$ cat config.mk
export PLATFORM = sky130hd
export DESIGN_NAME = dram_remap_decoder
export DESIGN_NICKNAME = d
export VERILOG_FILES = /design/src/rtl/remap_pkg.sv /design/src/rtl/remap_cfg_regs.sv /design/src/rtl/remap_window.sv /design/src/rtl/remap_rank_match.sv /design/src/rtl/dram_remap_decoder.sv
export SDC_FILE = /design/constraint.sdc
export NUM_CORES = 1
export LEC_CHECK = 0
export BUFFER_PORTS_ARGS = -buffer_cell sky130_fd_sc_hd__buf_4
export CORE_ASPECT_RATIO = 1.5
export CORE_MARGIN = 4
export CORE_UTILIZATION = 66
export DETAILED_ROUTE_END_ITERATION = 10
export GPL_ROUTABILITY_DRIVEN = 0
export PLACE_DENSITY = 0.85
export SLEW_MARGIN = 20
export SYNTH_ARGS = -nofsm -noshare
export SYNTH_HDL_FRONTEND = slang
export SYNTH_SLANG_ARGS = --single-unit
$ cat constraint.sdc
create_clock -name clk -period 23.1 [get_ports clk]
set_input_delay 1.155 -clock clk [delete_from_list [all_inputs] [get_ports clk]]
set_output_delay 1.155 -clock clk [all_outputs]
set_load 0.01 [all_outputs]
$ cat src/rtl/remap_pkg.sv
package remap_pkg;
  typedef enum logic [1:0] {
    RGN_DRAM  = 2'd0,
    RGN_REMAP = 2'd1,
    RGN_HOLE  = 2'd2,
    RGN_MISS  = 2'd3
  } region_e;

  localparam int GRAN_SHIFT = 26;  // 64 MiB units
  localparam int TOR_SHIFT  = 24;  // 16 MiB units
  localparam int BOUND_W    = 8;   // per-rank boundary width
  localparam int TOR_W      = 11;
  localparam int TOLM_W     = 6;   // MiB count aligned to 64 MiB
  localparam int CFG_DW     = 24;
endpackage

$ cat src/rtl/remap_cfg_regs.sv
module remap_cfg_regs
  import remap_pkg::*;
#(
  parameter int ADDR_W    = 36,
  parameter int NUM_RANKS = 8,
  localparam int BND_W    = ADDR_W - GRAN_SHIFT,
  localparam int CFG_AW   = $clog2(NUM_RANKS) + 1
) (
  input  logic                              clk,
  input  logic                              rst_n,
  input  logic                              cfg_we,
  input  logic [CFG_AW-1:0]                 cfg_addr,
  input  logic [CFG_DW-1:0]                 cfg_wdata,
  output logic                              remap_en,
  output logic [BND_W-1:0]                  win_base,
  output logic [BND_W-1:0]                  win_limit,
  output logic [TOLM_W-1:0]                 tolm_blk,
  output logic [ADDR_W-1:0]                 tor_addr,
  output logic [NUM_RANKS-1:0][BOUND_W-1:0] rank_lo,
  output logic [NUM_RANKS-1:0][BOUND_W-1:0] rank_hi
);
  localparam logic [CFG_AW-1:0] A_CTRL = CFG_AW'(0);
  localparam logic [CFG_AW-1:0] A_TOLM = CFG_AW'(1);
  localparam logic [CFG_AW-1:0] A_TOR  = CFG_AW'(2);

  logic ce_ctrl, ce_tolm, ce_tor;
  logic [TOR_W-1:0] tor_q;

  always_comb begin
    ce_ctrl = cfg_we && (cfg_addr == A_CTRL);
    ce_tolm = cfg_we && (cfg_addr == A_TOLM);
    ce_tor  = cfg_we && (cfg_addr == A_TOR);
  end

  always_ff @(posedge clk or negedge rst_n) begin
    if (!rst_n) begin
      remap_en  <= 1'b0;
      win_base  <= '0;
      win_limit <= '0;
    end else if (ce_ctrl) begin
      remap_en  <= cfg_wdata[0];
      win_base  <= cfg_wdata[2 +: BND_W];
      win_limit <= cfg_wdata[14 +: BND_W];
    end
  end

  always_ff @(posedge clk or negedge rst_n) begin
    if (!rst_n)       tolm_blk <= '0;
    else if (ce_tolm) tolm_blk <= cfg_wdata[15:10];
  end

  always_ff @(posedge clk or negedge rst_n) begin
    if (!rst_n)      tor_q <= '0;
    else if (ce_tor) tor_q <= cfg_wdata[TOR_W-1:0];
  end

  assign tor_addr = ADDR_W'({tor_q, {TOR_SHIFT{1'b0}}});

  for (genvar i = 0; i < NUM_RANKS; i++) begin : g_rank_reg
    logic ce_rank;
    assign ce_rank = cfg_we && (cfg_addr == CFG_AW'(NUM_RANKS + i));
    always_ff @(posedge clk or negedge rst_n) begin
      if (!rst_n) begin
        rank_lo[i] <= '0;
        rank_hi[i] <= '0;
      end else if (ce_rank) begin
        rank_lo[i] <= cfg_wdata[7:0];
        rank_hi[i] <= cfg_wdata[15:8];
      end
    end
  end

  // top of RAM follows the written field one cycle later
  a_r2_tor_load: assert property (@(posedge clk) disable iff (!rst_n)
    ce_tor |=> tor_addr == ADDR_W'({$past(cfg_wdata[TOR_W-1:0]), {TOR_SHIFT{1'b0}}}));
endmodule

$ cat src/rtl/remap_window.sv
module remap_window
  import remap_pkg::*;
#(
  parameter int ADDR_W   = 36,
  localparam int BND_W   = ADDR_W - GRAN_SHIFT,
  localparam int LOW4G_BIT = 32
) (
  input  logic [ADDR_W-1:0] addr,
  input  logic              remap_en,
  input  logic [BND_W-1:0]  win_base,
  input  logic [BND_W-1:0]  win_limit,
  input  logic [TOLM_W-1:0] tolm_blk,
  input  logic [ADDR_W-1:0] tor_addr,
  output region_e           kind,
  output logic [ADDR_W-1:0] dram_addr
);
  logic [BND_W-1:0] blk, tolm_ext;
  logic in_win, in_hole, below_4g;

  always_comb begin
    blk      = addr[ADDR_W-1:GRAN_SHIFT];
    tolm_ext = BND_W'(tolm_blk);
    below_4g = (addr[ADDR_W-1:LOW4G_BIT] == '0);
    in_win   = remap_en && (blk >= win_base) && (blk < win_limit);
    in_hole  = remap_en && below_4g && (blk >= tolm_ext);
    dram_addr = addr;
    if (in_win) begin
      kind      = RGN_REMAP;
      dram_addr = {tolm_ext, {GRAN_SHIFT{1'b0}}}
                + (addr - {win_base, {GRAN_SHIFT{1'b0}}});
    end else if (in_hole) begin
      kind = RGN_HOLE;
    end else if (addr >= tor_addr) begin
      kind = RGN_MISS;
    end else begin
      kind = RGN_DRAM;
    end
  end
endmodule

$ cat src/rtl/remap_rank_match.sv
module remap_rank_match
  import remap_pkg::*;
#(
  parameter int BND_W     = 10,
  parameter int NUM_RANKS = 8,
  localparam int RIDX_W   = $clog2(NUM_RANKS)
) (
  input  logic [BND_W-1:0]                  blk,
  input  logic [NUM_RANKS-1:0][BOUND_W-1:0] rank_lo,
  input  logic [NUM_RANKS-1:0][BOUND_W-1:0] rank_hi,
  output logic                              hit,
  output logic [RIDX_W-1:0]                 idx
);
  logic [NUM_RANKS-1:0] in_rng;

  for (genvar i = 0; i < NUM_RANKS; i++) begin : g_cmp
    assign in_rng[i] = (rank_hi[i] != '0)
                    && (BND_W'(rank_lo[i]) <= blk)
                    && (blk < BND_W'(rank_hi[i]));
  end

  always_comb begin
    hit = |in_rng;
    idx = '0;
    for (int i = NUM_RANKS - 1; i >= 0; i--) begin
      if (in_rng[i]) idx = RIDX_W'(i);
    end
  end
endmodule

$ cat src/rtl/dram_remap_decoder.sv
module dram_remap_decoder
  import remap_pkg::*;
#(
  parameter int ADDR_W    = 36,
  parameter int NUM_RANKS = 8,
  localparam int RIDX_W   = $clog2(NUM_RANKS),
  localparam int CFG_AW   = RIDX_W + 1,
  localparam int BND_W    = ADDR_W - GRAN_SHIFT
) (
  input  logic              clk,
  input  logic              rst_n,
  input  logic              cfg_we,
  input  logic [CFG_AW-1:0] cfg_addr,
  input  logic [CFG_DW-1:0] cfg_wdata,
  output logic [ADDR_W-1:0] top_of_ram,
  input  logic              req_valid,
  output logic              req_ready,
  input  logic [ADDR_W-1:0] req_addr,
  output logic              rsp_valid,
  input  logic              rsp_ready,
  output logic [RIDX_W-1:0] rsp_rank,
  output logic [ADDR_W-1:0] rsp_addr,
  output logic [1:0]        rsp_region
);
  logic                              remap_en;
  logic [BND_W-1:0]                  win_base, win_limit;
  logic [TOLM_W-1:0]                 tolm_blk;
  logic [NUM_RANKS-1:0][BOUND_W-1:0] rank_lo, rank_hi;
  region_e                           kind, region_d;
  logic [ADDR_W-1:0]                 dram_addr, addr_d;
  logic                              hit;
  logic [RIDX_W-1:0]                 idx, rank_d;
  logic                              accept, valid_d;

  remap_cfg_regs #(.ADDR_W(ADDR_W), .NUM_RANKS(NUM_RANKS)) u_cfg (
    .clk(clk), .rst_n(rst_n), .cfg_we(cfg_we), .cfg_addr(cfg_addr),
    .cfg_wdata(cfg_wdata), .remap_en(remap_en), .win_base(win_base),
    .win_limit(win_limit), .tolm_blk(tolm_blk), .tor_addr(top_of_ram),
    .rank_lo(rank_lo), .rank_hi(rank_hi)
  );

  remap_window #(.ADDR_W(ADDR_W)) u_win (
    .addr(req_addr), .remap_en(remap_en), .win_base(win_base),
    .win_limit(win_limit), .tolm_blk(tolm_blk), .tor_addr(top_of_ram),
    .kind(kind), .dram_addr(dram_addr)
  );

  remap_rank_match #(.BND_W(BND_W), .NUM_RANKS(NUM_RANKS)) u_rank (
    .blk(dram_addr[ADDR_W-1:GRAN_SHIFT]), .rank_lo(rank_lo),
    .rank_hi(rank_hi), .hit(hit), .idx(idx)
  );

  // next-state
  always_comb begin
    region_d = kind;
    rank_d   = '0;
    addr_d   = '0;
    if (kind == RGN_DRAM || kind == RGN_REMAP) begin
      if (hit) begin
        rank_d = idx;
        addr_d = dram_addr - {BND_W'(rank_lo[idx]), {GRAN_SHIFT{1'b0}}};
      end else begin
        region_d = RGN_MISS;
      end
    end
    req_ready = !rsp_valid || rsp_ready;
    accept    = req_valid && req_ready;
    valid_d   = accept || (rsp_valid && !rsp_ready);
  end

  // registers
  always_ff @(posedge clk or negedge rst_n) begin
    if (!rst_n) rsp_valid <= 1'b0;
    else        rsp_valid <= valid_d;
  end

  always_ff @(posedge clk or negedge rst_n) begin
    if (!rst_n) begin
      rsp_rank   <= '0;
      rsp_addr   <= '0;
      rsp_region <= '0;
    end else if (accept) begin
      rsp_rank   <= rank_d;
      rsp_addr   <= addr_d;
      rsp_region <= region_d;
    end
  end

  // a stalled response holds every field
  a_r11_hold_stall: assert property (@(posedge clk) disable iff (!rst_n)
    (rsp_valid && !rsp_ready) |=>
      (rsp_valid && $stable(rsp_addr) && $stable(rsp_rank) && $stable(rsp_region)));

  // one cycle from acceptance to response
  a_r11_one_cycle: assert property (@(posedge clk) disable iff (!rst_n)
    (req_valid && req_ready) |=> rsp_valid);

  // non-DRAM responses carry zero rank and address
  a_r6_nondram_zero: assert property (@(posedge clk) disable iff (!rst_n)
    (rsp_valid && rsp_region[1]) |-> (rsp_addr == '0 && rsp_rank == '0));

  // a selected rank never has a zero end boundary
  a_r4_rank_nonempty: assert property (@(posedge clk) disable iff (!rst_n)
    ($past(req_valid && req_ready) && !$past(cfg_we) && rsp_valid && !rsp_region[1])
      |-> rank_hi[rsp_rank] != '0);
endmodule

==> out/results.ini <==
[logic_synthesis]
synth_common_cells = dfrtp_1 (208), inv_1 (174), ha_1 (161)
yosys_warnings = 0
synth-main-ff-cell = dfrtp_1
syn_area_per_cell_um2 = 8.99
synthMostInstantiatedCell = dfrtp_1
ys_seq_elements = 208
synth_top_area_share_pct = 31.7
yosysSeqAreaShare_pct = 31.7
async_flop_share_pct = 100
synth_area_leaders = dfrtp_1 (32%), ha_1 (12%), mux2_2 (9.0%), inv_1 (4.0%), o21ai_0 (3.9%)
synth_cells = 1829
synth_top_area_cell = dfrtp_1
yosysUniqueCellTypes = 104
synthesis.area_mm2 = 0.0164
synth_edf_count = 0

[power]
p_leak_uw = 0.00851
power_density_mw_per_mm2 = 106
vdd_drop_max_uv = 70.9

[worst_setup_path]
cp_common_cell = inv_1
cp.arrival_ns = 10.76
cp_slowest_cell = a21o_1
crit_start = req_addr[30]
max_stage_delay_ns = 0.79
startpoint_type = primary input
path_class = primary input to register
worst_setup_path_end_kind = register
crit_fanout = 25
timing.rr.start = u_cfg.tolm_blk[4]
crit_required_ns = 23.47

[place]
place.port_buffers = 122
dp_hpwl_um = 37500
place_area_mm2 = 0.0175
place_inst = 2213

[clock_tree]
cts_resized = 0
cts_tree = done
cts_hold_buf = 0
htree_num_levels = 1
postCtsSetupRepairBufs = 0
clkLatencyLatePin_ns = 0.53
cts_root_buf = clkbuf_16
cts_buffers = 22
clk_path_buf_depth = 3
clock-sinks = 208
path_clk_slew_ns = 0.07

[sta]
fmax_ghz = 0.0962
timing.hold.ws_ns = 0.481
finalCriticalPeriod_ns = 10.39
skew_ns = 0.00935
rsz0062_at_grt = false
worstMarginPinSlew_ns = 1.13
slew_violations = 0
setup_viol = 0
period_share_pct = 45.0
hold_viol_final = 0
slew_headroom_pct = 24.5
fin_setup_tns_ns = 0

[final_layout]
multi_input_area_mm2 = 0.0101
finalNonFillerCells = 2252
area_growth_pct = 10.8
regArea_mm2 = 0.00520
stdcell_area_mm2 = 0.0182
diodes = 0
fill_cells = 1720
drive_gt1_share_pct = 17.8
final_nets = 2152

[global_routing]
grt_max_degree = 78
globalRoute.busiestLayer = met2
grt.total_usage_pct = 36.8
grt_first_pass_wirelength_um = 79900
use_met3_pct = 7.45
grtUsageMet2_pct = 60.9
grt_overflow_total = 0
met1_usage_pct = 40.2
antenna_found_initial = 2
first_global_vias = 15400

[hold_path]
min_path_type = register to register
hold_start = rsp_addr[9]

[detailed_routing]
dr_total_vias = 15000
initialDrtViolationCount = 1428
route.antenna.remaining_nets = 0
drc = 0
wl_per_cell_um = 22.7
viasPerCell = 6.68
drtPass1Iterations = 8
wl_um = 51200

[floorplan]
io_pins = 148
fp.dieH_um = 201
core-area_mm2 = 0.0244
rows = 70
start_util_pct = 67.3
die_w_um = 137
dieArea_mm2 = 0.0275

[run_status]
status = finished clean

[flow_run]
drv_cap = 0

-- worst paths after layout --
kind	slack (ns)	cells after the start	endpoint
worst max-delay path	12.71	37	rsp_addr[32]
worst min-delay path	0.48	2	rsp_addr[9]
worst max register to register	13.14	36	rsp_addr[32]
worst min register to register	0.48	2	rsp_addr[9]
max in group asynchronous	21.09	2	u_cfg.rank_lo[48]
min in group asynchronous	0.58	1	rsp_addr[23]
-- metal layers --
metal | share of wire, % | vias to the layer above
met5 | 0.051 | -
li1 | - | 6671
met4 | 10 | 4
met3 | 8.5 | 351
met2 | 47 | 899
met1 | 34 | 7122
-- registers in the layout, indices dropped and copies added, names as in the netlist --
signal,count
u_cfg.rank_hi,64
u_cfg.rank_lo,64
rsp_addr,36
u_cfg.tor_q,11
u_cfg.win_base,10
u_cfg.win_limit,10
u_cfg.tolm_blk,6
rsp_rank,3
rsp_region,2
rsp_valid,1
u_cfg.remap_en,1
-- cell usage in the layout (no fill, tap or decap), types with 36 or more instances in the layout --
master / count
a21oi_1: 115
buf_4: 139
nor2_1: 94
xnor2_1: 48
ha_1: 161
dfrtp_1: 208
nand2_1: 148
inv_1: 174
o21ai_0: 128
nor4_1: 36
mux2_2: 131
nand2b_1: 37
nand3_1: 40
-- final cells by class --
cell class                 count  share of cell area (%)
clock buffer                  31                    3.60
clock inverter                 8                   0.419
inverter                     178                    3.68
multi-input combinational   1363                    55.7
sequential                   208                    28.6
tap                          324                    2.23
timing repair buffer         140                    5.81
-- worst max-delay path: cells and delay by family --
kind                     cells  cell delay (ns)
XOR/XNOR                     2             0.30
adder cells (fa/ha/maj)      5             2.15
buffers and inverters        5             0.73
AO/OA/AOI/OAI               15             4.08
multiplexers                 1             0.31
AND/OR/NAND/NOR              9             2.02
-- cells by family after synthesis --
| group | count (synthesis) | synth area share [%] |
|---|---|---|
| AO/OA/AOI/OAI | 461 | 18.5 |
| XOR/XNOR | 64 | 3.54 |
| adder cells (fa/ha/maj) | 177 | 13.8 |
| buffers and inverters | 282 | 7.24 |
| flip-flops | 208 | 31.7 |
| multiplexers | 146 | 9.89 |
| other | 1 | 0.0228 |
| AND/OR/NAND/NOR | 490 | 15.4 |
-- power breakdown --
part,internal [uW],switching (uW)
combinational,430,606
sequential,453,86.7
clock,210,153
total,1090,846
-- per-stage QoR --
step	power, uW	util (%)	setup WS, ns
3_3_place_gp	1490	71.5	12.76
4_1_cts	1910	74.5	12.92
5_1_grt	2060	74.5	12.09
3_5_place_dp	1540	71.5	12.38
2_1_floorplan	1240	-	14.02
6_report	1940	74.5	12.71
Note: power is estimated with default switching activity, not from simulation.
